`src/rtl/ewc_pkg.sv`:
```
package ewc_pkg;

    localparam int REG_W          = 8;
    localparam int ADDR_W         = 2;
    localparam int SEL_W          = 2;

    localparam logic [ADDR_W-1:0] ADDR_CTRL  = 2'd0;
    localparam logic [ADDR_W-1:0] ADDR_FLAGS = 2'd1;

    localparam int CTRL_MODE_BIT  = 7;
    localparam int CTRL_SEL_LSB   = 3;
    localparam int FLAG_REQ_BIT   = 0;
    localparam int FLAG_SRC_BIT   = 1;
    localparam int FLAG_GIE_BIT   = 2;

    localparam logic [REG_W-1:0] CTRL_MASK =
        (REG_W'(1) << CTRL_MODE_BIT) | (REG_W'(3) << CTRL_SEL_LSB);
    localparam logic [REG_W-1:0] EN_MASK =
        (REG_W'(1) << FLAG_SRC_BIT) | (REG_W'(1) << FLAG_GIE_BIT);

    typedef enum logic [2:0] {
        TRIG_OFF,
        TRIG_LEGACY,
        TRIG_RISE,
        TRIG_FALL,
        TRIG_BOTH
    } trig_mode_e;

    typedef enum logic {
        REQ_IDLE,
        REQ_PENDING
    } req_state_e;

    function automatic trig_mode_e decode_mode(input logic mode_bit,
                                               input logic [SEL_W-1:0] sel);
        trig_mode_e m;
        if (!mode_bit) begin
            m = TRIG_LEGACY;
        end else begin
            unique case (sel)
                2'b01:   m = TRIG_RISE;
                2'b10:   m = TRIG_FALL;
                2'b11:   m = TRIG_BOTH;
                default: m = TRIG_OFF;
            endcase
        end
        return m;
    endfunction

endpackage

```
`src/rtl/ewc_sync.sv`:
```
module ewc_sync #(
    parameter int       WIDTH     = 1,
    parameter int       STAGES    = 2,
    parameter logic     RESET_VAL = 1'b1
) (
    input  logic             clk,
    input  logic             rst_n,
    input  logic [WIDTH-1:0] din,
    output logic [WIDTH-1:0] dout
);

    logic [WIDTH-1:0] stage_q [STAGES];

    for (genvar g = 0; g < STAGES; g++) begin : g_stage
        logic [WIDTH-1:0] stage_in;
        if (g == 0) begin : g_first
            assign stage_in = din;
        end else begin : g_next
            assign stage_in = stage_q[g-1];
        end

        always_ff @(posedge clk or negedge rst_n) begin
            if (!rst_n) begin
                stage_q[g] <= {WIDTH{RESET_VAL}};
            end else begin
                stage_q[g] <= stage_in;
            end
        end
    end

    assign dout = stage_q[STAGES-1];

endmodule

```
`src/rtl/ewc_trigger.sv`:
```
module ewc_trigger
    import ewc_pkg::*;
#(
    parameter int P0_W = 4,
    parameter int P1_W = 8
) (
    input  logic            clk,
    input  logic            rst_n,
    input  trig_mode_e      mode,
    input  logic            int_s,
    input  logic [P0_W-1:0] p0_s,
    input  logic [P1_W-1:0] p1_s,
    output logic            int_trig,
    output logic            wake
);

    logic            int_prev;
    logic [P1_W-1:0] p1_prev;
    logic            int_rise;
    logic            int_fall;
    logic            p0_any_low;
    logic            p1_any_low;
    logic            p1_any_change;

    always_ff @(posedge clk or negedge rst_n) begin
        if (!rst_n) begin
            int_prev <= 1'b1;
            p1_prev  <= '1;
        end else begin
            int_prev <= int_s;
            p1_prev  <= p1_s;
        end
    end

    assign int_rise      =  int_s & ~int_prev;
    assign int_fall      = ~int_s &  int_prev;
    assign p0_any_low    = ~&p0_s;
    assign p1_any_low    = ~&p1_s;
    assign p1_any_change = |(p1_s ^ p1_prev);

    always_comb begin
        unique case (mode)
            TRIG_LEGACY: int_trig = int_fall;
            TRIG_RISE:   int_trig = int_rise;
            TRIG_FALL:   int_trig = int_fall;
            TRIG_BOTH:   int_trig = int_rise | int_fall;
            default:     int_trig = 1'b0;
        endcase
    end

    always_comb begin
        if (mode == TRIG_LEGACY) begin
            wake = ~int_s | p0_any_low | p1_any_low;
        end else begin
            wake = int_trig | p0_any_low | p1_any_change;
        end
    end

endmodule

```
`src/rtl/ewc_regs.sv`:
```
module ewc_regs
    import ewc_pkg::*;
(
    input  logic              clk,
    input  logic              rst_n,
    input  logic              wr_en,
    input  logic [ADDR_W-1:0] addr,
    input  logic [REG_W-1:0]  wr_data,
    input  logic              req_pending,
    output logic [REG_W-1:0]  rd_data,
    output logic              mode_bit,
    output logic [SEL_W-1:0]  edge_sel,
    output logic              src_en,
    output logic              gie,
    output logic              clr_req
);

    logic [REG_W-1:0] ctrl_q;
    logic [REG_W-1:0] en_q;
    logic             wr_ctrl;
    logic             wr_flags;

    assign wr_ctrl  = wr_en && (addr == ADDR_CTRL);
    assign wr_flags = wr_en && (addr == ADDR_FLAGS);

    always_ff @(posedge clk or negedge rst_n) begin
        if (!rst_n) begin
            ctrl_q <= '0;
            en_q   <= '0;
        end else begin
            if (wr_ctrl) begin
                ctrl_q <= wr_data & CTRL_MASK;
            end
            if (wr_flags) begin
                en_q <= wr_data & EN_MASK;
            end
        end
    end

    assign clr_req  = wr_flags && !wr_data[FLAG_REQ_BIT];
    assign mode_bit = ctrl_q[CTRL_MODE_BIT];
    assign edge_sel = ctrl_q[CTRL_SEL_LSB +: SEL_W];
    assign src_en   = en_q[FLAG_SRC_BIT];
    assign gie      = en_q[FLAG_GIE_BIT];

    always_comb begin
        unique case (addr)
            ADDR_CTRL:  rd_data = ctrl_q;
            ADDR_FLAGS: rd_data = en_q | (REG_W'(req_pending) << FLAG_REQ_BIT);
            default:    rd_data = '0;
        endcase
    end

endmodule

```
`src/rtl/ewc_req_fsm.sv`:
```
module ewc_req_fsm
    import ewc_pkg::*;
(
    input  logic clk,
    input  logic rst_n,
    input  logic trig,
    input  logic clr,
    input  logic src_en,
    input  logic gie,
    output logic pending,
    output logic irq
);

    req_state_e state_q;
    req_state_e state_d;

    always_ff @(posedge clk or negedge rst_n) begin
        if (!rst_n) begin
            state_q <= REQ_IDLE;
        end else begin
            state_q <= state_d;
        end
    end

    always_comb begin
        state_d = state_q;
        unique case (state_q)
            REQ_IDLE: begin
                if (trig) state_d = REQ_PENDING;
            end
            REQ_PENDING: begin
                if (clr && !trig) state_d = REQ_IDLE;
            end
            default: state_d = REQ_IDLE;
        endcase
    end

    always_comb begin
        pending = (state_q == REQ_PENDING);
        irq     = pending && src_en && gie;
    end

    a_r6_trigger_sets: assert property (@(posedge clk) disable iff (!rst_n)
        trig |=> pending);
    a_r8_flag_holds: assert property (@(posedge clk) disable iff (!rst_n)
        (pending && !clr) |=> pending);
    a_r8_clear_drops: assert property (@(posedge clk) disable iff (!rst_n)
        (clr && !trig) |=> !pending);
    a_r9_set_wins: assert property (@(posedge clk) disable iff (!rst_n)
        (trig && clr) |=> pending);

endmodule

```
`src/rtl/extint_wake_ctrl.sv`:
```
module extint_wake_ctrl
    import ewc_pkg::*;
#(
    parameter int P0_W        = 4,
    parameter int P1_W        = 8,
    parameter int SYNC_STAGES = 2
) (
    input  logic                  clk,
    input  logic                  rst_n,
    input  logic                  int_pin,
    input  logic [P0_W-1:0]       p0_pins,
    input  logic [P1_W-1:0]       p1_pins,
    input  logic                  wr_en,
    input  logic [ADDR_W-1:0]     addr,
    input  logic [REG_W-1:0]      wr_data,
    output logic [REG_W-1:0]      rd_data,
    output logic                  irq,
    output logic                  wakeup
);

    localparam int PIN_W = 1 + P0_W + P1_W;

    logic [PIN_W-1:0] pins_s;
    logic             int_s;
    logic [P0_W-1:0]  p0_s;
    logic [P1_W-1:0]  p1_s;
    logic             mode_bit;
    logic [SEL_W-1:0] edge_sel;
    trig_mode_e       mode;
    logic             src_en;
    logic             gie;
    logic             clr_req;
    logic             int_trig;
    logic             req_pending;

    ewc_sync #(
        .WIDTH     (PIN_W),
        .STAGES    (SYNC_STAGES),
        .RESET_VAL (1'b1)
    ) u_sync (
        .clk  (clk),
        .rst_n(rst_n),
        .din  ({p1_pins, p0_pins, int_pin}),
        .dout (pins_s)
    );

    assign int_s = pins_s[0];
    assign p0_s  = pins_s[1 +: P0_W];
    assign p1_s  = pins_s[1 + P0_W +: P1_W];

    ewc_regs u_regs (
        .clk        (clk),
        .rst_n      (rst_n),
        .wr_en      (wr_en),
        .addr       (addr),
        .wr_data    (wr_data),
        .req_pending(req_pending),
        .rd_data    (rd_data),
        .mode_bit   (mode_bit),
        .edge_sel   (edge_sel),
        .src_en     (src_en),
        .gie        (gie),
        .clr_req    (clr_req)
    );

    assign mode = decode_mode(mode_bit, edge_sel);

    ewc_trigger #(
        .P0_W(P0_W),
        .P1_W(P1_W)
    ) u_trigger (
        .clk     (clk),
        .rst_n   (rst_n),
        .mode    (mode),
        .int_s   (int_s),
        .p0_s    (p0_s),
        .p1_s    (p1_s),
        .int_trig(int_trig),
        .wake    (wakeup)
    );

    ewc_req_fsm u_req (
        .clk    (clk),
        .rst_n  (rst_n),
        .trig   (int_trig),
        .clr    (clr_req),
        .src_en (src_en),
        .gie    (gie),
        .pending(req_pending),
        .irq    (irq)
    );

    a_r5_reserved_quiet: assert property (@(posedge clk) disable iff (!rst_n)
        (mode == TRIG_OFF && !req_pending) |=> !req_pending);
    a_r7_irq_gated: assert property (@(posedge clk) disable iff (!rst_n)
        irq |-> (req_pending && src_en && gie));
    a_r3_legacy_no_rise: assert property (@(posedge clk) disable iff (!rst_n)
        (mode == TRIG_LEGACY && int_s && !req_pending) |=> !req_pending);

endmodule

```
`config.mk`:
```
export PLATFORM = sky130hd
export DESIGN_NAME = extint_wake_ctrl
export DESIGN_NICKNAME = d
export VERILOG_FILES = /design/src/rtl/ewc_pkg.sv /design/src/rtl/ewc_sync.sv /design/src/rtl/ewc_trigger.sv /design/src/rtl/ewc_regs.sv /design/src/rtl/ewc_req_fsm.sv /design/src/rtl/extint_wake_ctrl.sv
export SDC_FILE = /design/constraint.sdc
export NUM_CORES = 1
export LEC_CHECK = 0
export BUFFER_PORTS_ARGS = -buffer_cell sky130_fd_sc_hd__buf_4
export CAP_MARGIN = 40
export CELL_PAD_IN_SITES_DETAIL_PLACEMENT = 1
export CELL_PAD_IN_SITES_GLOBAL_PLACEMENT = 2
export CORE_MARGIN = 10
export CORE_UTILIZATION = 32
export CTS_CLUSTER_DIAMETER = 120
export DETAILED_ROUTE_END_ITERATION = 10
export PLACE_DENSITY = 0.76
export SETUP_SLACK_MARGIN = 0.15
export SYNTH_ARGS = -nofsm -noshare
export SYNTH_HDL_FRONTEND = slang
export SYNTH_SLANG_ARGS = --single-unit
```
`constraint.sdc`:
```
create_clock -name clk -period 1.4 [get_ports clk]
set_input_delay 0.07 -clock clk [delete_from_list [all_inputs] [get_ports clk]]
set_output_delay 0.07 -clock clk [all_outputs]
set_load 0.01 [all_outputs]
```
=== Word-level counts from Yosys, hierarchy flattened ===
Index checks and enable logic that the tools add are counted.

* Eq/ne operators: 8
* Multiplexer cells: 8
* Bitwise logic cells: 12
* Reduce and logical (&&, ||, !) cells: 15

{| class="wikitable"
|+ Operators by type and width
! operator !! count
|-
| one-hot mux 8 bit (2 select lines) || 1
|-
| one-hot mux 3 bit (3 select lines) || 1
|-
| AND reduction 8 bit || 1
|-
| OR reduction 8 bit || 1
|-
| XOR 8 bit || 1
|-
| == test 3 x 2 -> 1 bit, second input constant || 2
|-
| logical AND 1 bit || 6
|-
| bitwise OR 1 bit || 5
|-
| == test 2 x 1 -> 1 bit, second input constant || 2
|-
| == test 2 bit, second input constant || 2
|-
| zero test 1 bit || 4
|-
| AND reduction 4 bit || 1
|-
| == test 3 x 1 -> 1 bit, second input constant || 1
|-
| == test 3 bit, second input constant || 1
|-
| two-way mux 1 bit || 3
|-
| two-way mux 3 bit || 1
|-
| inverter 1 bit || 3
|-
| bitwise OR 3 x 1 -> 3 bit || 1
|-
| one-hot mux 1 bit (3 select lines) || 1
|-
| AND 1 bit || 2
|-
| zero test 2 bit || 1
|-
| one-hot mux 1 bit (2 select lines) || 1
|-
| OR reduction 2 bit || 1
|}

* Flip-flop bits (word level): 41
* Output and inout port bits: 10
* Logic and storage cells: 50

=== Logic depth before layout (Yosys ltp) ===
* Word-level depth: 10
* Gate-level depth with buffers: 6
* Depth with buffers taken out: 6

=== Modules after synthesis ===
A second synthesis with hierarchy kept.

* Cells, all modules: 95
* Area, all modules: 1486.4 sq um

{| class="wikitable"
|+ By module, submodules not included
! module !! instances !! cells each !! area an instance (sq um)
|-
| ewc_sync || 1 || 26 || 683.2
|-
| ewc_trigger || 1 || 35 || 436.7
|-
| ewc_regs || 1 || 24 || 274.0
|-
| extint_wake_ctrl || 1 || 6 || 50.0
|-
| ewc_req_fsm || 1 || 4 || 42.5
|}

=== Worst setup path after synthesis ===
No wires, ideal clock.

* Kind: reg2out
* From: register u_trigger.int_prev
* To: output port wakeup
* Data arrival time: 1377 ps
* Required time: 1330 ps
* Slack: -47 ps
* Stages on the path, launching flop included: 7
* Path buffers: 0
* Cells stage by stage: dfstp_2 -> inv_1 -> ha_1 -> nand4b_1 -> o21ai_0 -> a32oi_1 -> a21oi_1

* Longest elaborated chain between the ends: 7
* Elaborated cells on any way between the ends: 8

{| class="wikitable"
|+ RTL lines
! element !! line !! source
|-
| start, declared || ewc_trigger.sv:17 || <nowiki>logic int_prev;</nowiki>
|-
| start signal, assigned || ewc_trigger.sv:30 || <nowiki>int_prev <= int_s;</nowiki>
|-
| inverter 1 bit || ewc_trigger.sv:35 || <nowiki>assign int_rise = int_s & ~int_prev;</nowiki>
|-
| AND 1 bit || ewc_trigger.sv:35 ||
|-
| bitwise OR 1 bit || ewc_trigger.sv:46 || <nowiki>TRIG_BOTH: int_trig = int_rise | int_fall;</nowiki>
|-
| one-hot mux 1 bit (3 select lines) (*) || ewc_trigger.sv:42 || <nowiki>unique case (mode)</nowiki>
|-
| bitwise OR 1 bit (*) (2 in a row) || ewc_trigger.sv:55 || <nowiki>wake = int_trig | p0_any_low | p1_any_change;</nowiki>
|-
| two-way mux 1 bit (*) || ewc_trigger.sv:52 || <nowiki>if (mode == TRIG_LEGACY) begin</nowiki>
|-
| end, declared || extint_wake_ctrl.sv:18 || <nowiki>output logic wakeup</nowiki>
|}

Every way passes the cells marked *; elsewhere a longest branch is shown, timed or not.

=== Final worst setup path ===
Same ends and word-level chain as after synthesis.

==> flow_metrics.env <==
export IMPL_run_status="finished with violations"
export IMPL_failed_checks="setup timing"
export IMPL_leakage_nw=0.9201
export IMPL_clock_skew_ns=0.001741
export IMPL_hold_worst_slack_ns=0.01780
export IMPL_grt_pass1_wl_mm=4.995
export IMPL_critical_path_class="reg2out"
export IMPL_synth_compound_area_share_pct=1.599
export IMPL_chipHeight_um=88.16
export IMPL_dieWidth_um=88.16
export IMPL_start_util_pct=33.67
export IMPL_avgViaCountPerCell=4.374
export IMPL_hold_path_origin="wr_data[4]"
export IMPL_setup_ws_ns=-0.4376
export IMPL_count_of_vias_placed_by_the_detailed_router=923
export IMPL_synth_warnings=0
export IMPL_depth_of_the_worst_hold_timing_path=2
export IMPL_routed_wl_mm=2.933
export IMPL_pwr_share_seq_pct=54.5
export IMPL_slowest_stage="dfstp_2"
export IMPL_timing_final_crit_share_pct=131.3
export IMPL_fillers=459
export IMPL_clock_path_buffers=2
export IMPL_post_place_ws_ns=-0.2156
export IMPL_crit_buf_inv=2
export IMPL_seq_area_frac_synth_pct=71.97
export IMPL_post_synth_fa_ha_maj_area_fraction_pct=3.367
export IMPL_yosys_area_share_simple_pct=11.78
export IMPL_design_area_um2=2153
export IMPL_layout_area_overhead_vs_synth_pct=44.87
export IMPL_worstReg2RegEnd="u_req.pending"
export IMPL_power_density_nw_per_um2=1170
export IMPL_critical_path_endpoint_type="primary output"
export IMPL_ff2ff_setup_slack_ns=-0.16
export IMPL_max_freq_mhz=544.2
export IMPL_cts_root_buf="clkbuf_8"
export IMPL_ys_types=27
export IMPL_antenna_violations_before_repair=0
export IMPL_pnr_total_power_w=0.002520
export IMPL_number_of_max_capacitance_violations_reported=0
export IMPL_power_frac_comb_pct=16.3
export IMPL_critical_path_top_delay_family="flip-flops"
export IMPL_detail_route_drc_violations=0
export IMPL_yosys_area_share_xor_xnor_pct=4.714
export IMPL_yosysTopAreaCell="dfstp_2"
export IMPL_hold_class="in2reg"
export IMPL_cts_buffers_inserted=5
export IMPL_worstPathCellList="inv_2 > ha_4 > nand4b_1 > o21ai_2 > a32oi_2 > a21oi_2 > buf_4"
export IMPL_syn_instance_count=96
export IMPL_drt_antenna_violating_nets=0
export IMPL_main_combinational_cell_family_by_area_after_synthesis="simple AND/OR/NAND/NOR gates"
export IMPL_crit_arrival_ns=1.77
export IMPL_placed_area_um2=1844
export IMPL_clock_sinks=41
export IMPL_cell_types_occupying_the_most_area_after_synthesis="dfstp_2, dfrtp_1, xnor2_1, ha_1, mux2_2"
export IMPL_peakVddDrop_mv=0.6027
export IMPL_dp_hpwl_mm=2.134
export IMPL_clock_share_of_power_pct=29.2
export IMPL_h_tree_depth=2
export IMPL_layoutNonFillerInstCount=211
export IMPL_power_share_switching_pct=24.18
export IMPL_clk_latency_ns=0.28
export IMPL_total_standard_cell_area_after_synthesis_um2=1486
export IMPL_routed_wire_length_per_instance_um=13.90
export IMPL_port_buffers=31
export IMPL_crit_reg2reg_launch="u_trigger.int_prev"
export IMPL_number_of_global_route_vias_before_repair=1108
export IMPL_critPathMaxStageDelay_ns=0.54
export IMPL_min_delay_worst_endpoint="u_regs.ctrl_q[4]"
export IMPL_finalMaxSlewViolations=0
export IMPL_tritoncts_clock_tree="built"
export IMPL_final_layout_size_suffix_gt1_share_pct=66.04
export IMPL_detailedRoute_firstIterationViolations=13
export IMPL_synth_top_cell_area_share_pct=61.87
export IMPL_multi_input_area_um2=455.4
export IMPL_worst_path_stages=7
export IMPL_setup_violations=2
export IMPL_antenna_cells=0
export IMPL_area_sequential_um2=1071
export IMPL_power_switching_w=0.0006094
export IMPL_critPathLaunchType="flip-flop"
export IMPL_post_place_cells=187
export IMPL_avg_synthesized_cell_area_um2=15.48
export IMPL_clk_pin_slew_ns=0.07
export IMPL_path_max_fanout=2
export IMPL_grt_setup_unrepaired="true"
export IMPL_synth_mux_area_share_pct=4.293
export IMPL_cp_data_required_time_ns=1.33
export IMPL_grt_ovfl_total=0
export IMPL_finalNetCount=188
export IMPL_global_route_usage_total_pct=8.248
export IMPL_std_cell_rows=24
export IMPL_fp_dieArea_um2=7771
export IMPL_gp_congestion=0.7302
export IMPL_finalWorstPathRequiredPeriod_ns=1.838
export IMPL_r2r_worst_path_cells=7
export IMPL_ioPinCount=36
export IMPL_grt_start_max_net_pins=42
export IMPL_design_core_area_um2=4414
export IMPL_internal_power_w=0.001911
export IMPL_detail_route_first_pass_iterations=4
export IMPL_synth_ff_latch_count=41
export IMPL_hold_violations=0
sequential cells by signal (all words and copies together) (netlist names):
register / cells
u_trigger.p1_prev: 8
u_trigger.int_prev: 1
u_sync.dout: 13
u_req.pending: 1
u_regs.ctrl_q: 3
u_sync.g_stage.stage_in: 13
u_regs.en_q: 2
synth_stat cells:
cell,count
a21oi_1,1
a32oi_1,1
and2_1,5
and3_1,1
and4_1,1
buf_4,2
conb_1,1
dfrtp_1,6
dfstp_2,35
ha_1,4
inv_1,4
mux2_2,3
mux2_4,2
nand2_1,6
nand2_2,1
nand2b_1,1
nand3_1,1
nand3b_1,2
nand4_1,3
nand4b_1,1
nor2_2,1
nor2b_4,1
nor3_1,1
nor4_2,1
nor4b_1,1
o21ai_0,2
xnor2_1,8
kinds of logic (layout without fill, tap and decap cells):
group / count (synthesis) / in the layout
xor+xnor: 8 / 8
simple gates: 27 / 27
mux: 5 / 5
fa+ha+maj: 4 / 4
other cells: 1 / 2
compound gates: 4 / 4
flops: 41 / 41
buf+inv: 6 / 68
placed cells by master, fill, tap and decap left out, drive strengths merged:
cell type,n
a21oi,1
a32oi,1
and2,5
and3,1
and4,1
buf,42
clkbuf,6
clkinvlp,2
conb,2
dfrtp,6
dfstp,35
dlygate4sd3,14
ha,4
inv,4
mux2,5
nand2,7
nand2b,1
nand3,1
nand3b,2
nand4,3
nand4b,1
nor2,1
nor2b,1
nor3,1
nor4,1
nor4b,1
o21ai,2
xnor2,8
stage by stage:
stage,setup TNS (ns),util [%]
after floorplan,-0.009896,-
after global placement,-0.1986,41.78
after detailed placement,-0.3342,41.78
after CTS,-0.5055,47.90
after global routing,-0.7699,48.78
final,-0.5984,48.78
routing by layer:
layer	GRT usage [%]	vias up	part of all wire (%)
met5	0	-	0
met4	3.424	0	1.6
met3	4.457	6	12
met2	13.62	36	49
met1	8.581	444	38
li1	-	437	-
power by group through the flow:
stage	clock, W	combinational, W	sequential, W
after floorplan	0	0.000157	0.00137
after global placement	0	0.000321	0.00138
after detailed placement	0	0.000336	0.00139
after CTS	0.000785	0.000385	0.00137
after global routing	0.000855	0.000457	0.00139
final	0.000737	0.000410	0.00137
how the worst max path moves through the flow:
stage,end,startpoint,slack [ns]
6_report,wakeup,u_trigger.int_prev,-0.44
5_1_grt,wakeup,u_trigger.int_prev,-0.53
4_1_cts,wakeup,u_trigger.int_prev,-0.45
3_5_place_dp,wakeup,u_trigger.int_prev,-0.22
3_3_place_gp,wakeup,u_regs.ctrl_q[4],-0.14
2_1_floorplan,wakeup,u_trigger.int_prev,-0.01
worst register-to-register path: cells and delay by family (launching register included):
family / cells / cell delay (ns)
and+or+nand+nor: 2 / 0.15
AOI/OAI and AO/OA: 2 / 0.31
DFF: 1 / 0.54
adders and majority gates: 1 / 0.24
buffers and inverters: 2 / 0.19
cell type report:
| type | count | share of cell area [%] |
|---|---|---|
| Sequential cell | 41 | 49.74 |
| Timing Repair Buffer | 56 | 21.32 |
| Multi-Input combinational cell | 50 | 21.15 |
| Clock buffer | 6 | 3.370 |
| Tap cell | 52 | 3.021 |
| Clock inverter | 2 | 0.6973 |
| Inverter | 4 | 0.6973 |
what timing repair did:
action / in CTS / in global routing
hold buffers: 14 / 0
hold endpoints to repair: 19 / 0
setup endpoints to repair: 3 / 3
buffers inserted: 1 / 1
pin swaps: 4 / 3
resized for setup: 5 / 7
No activity file was read; power rests on OpenSTA's default activity.
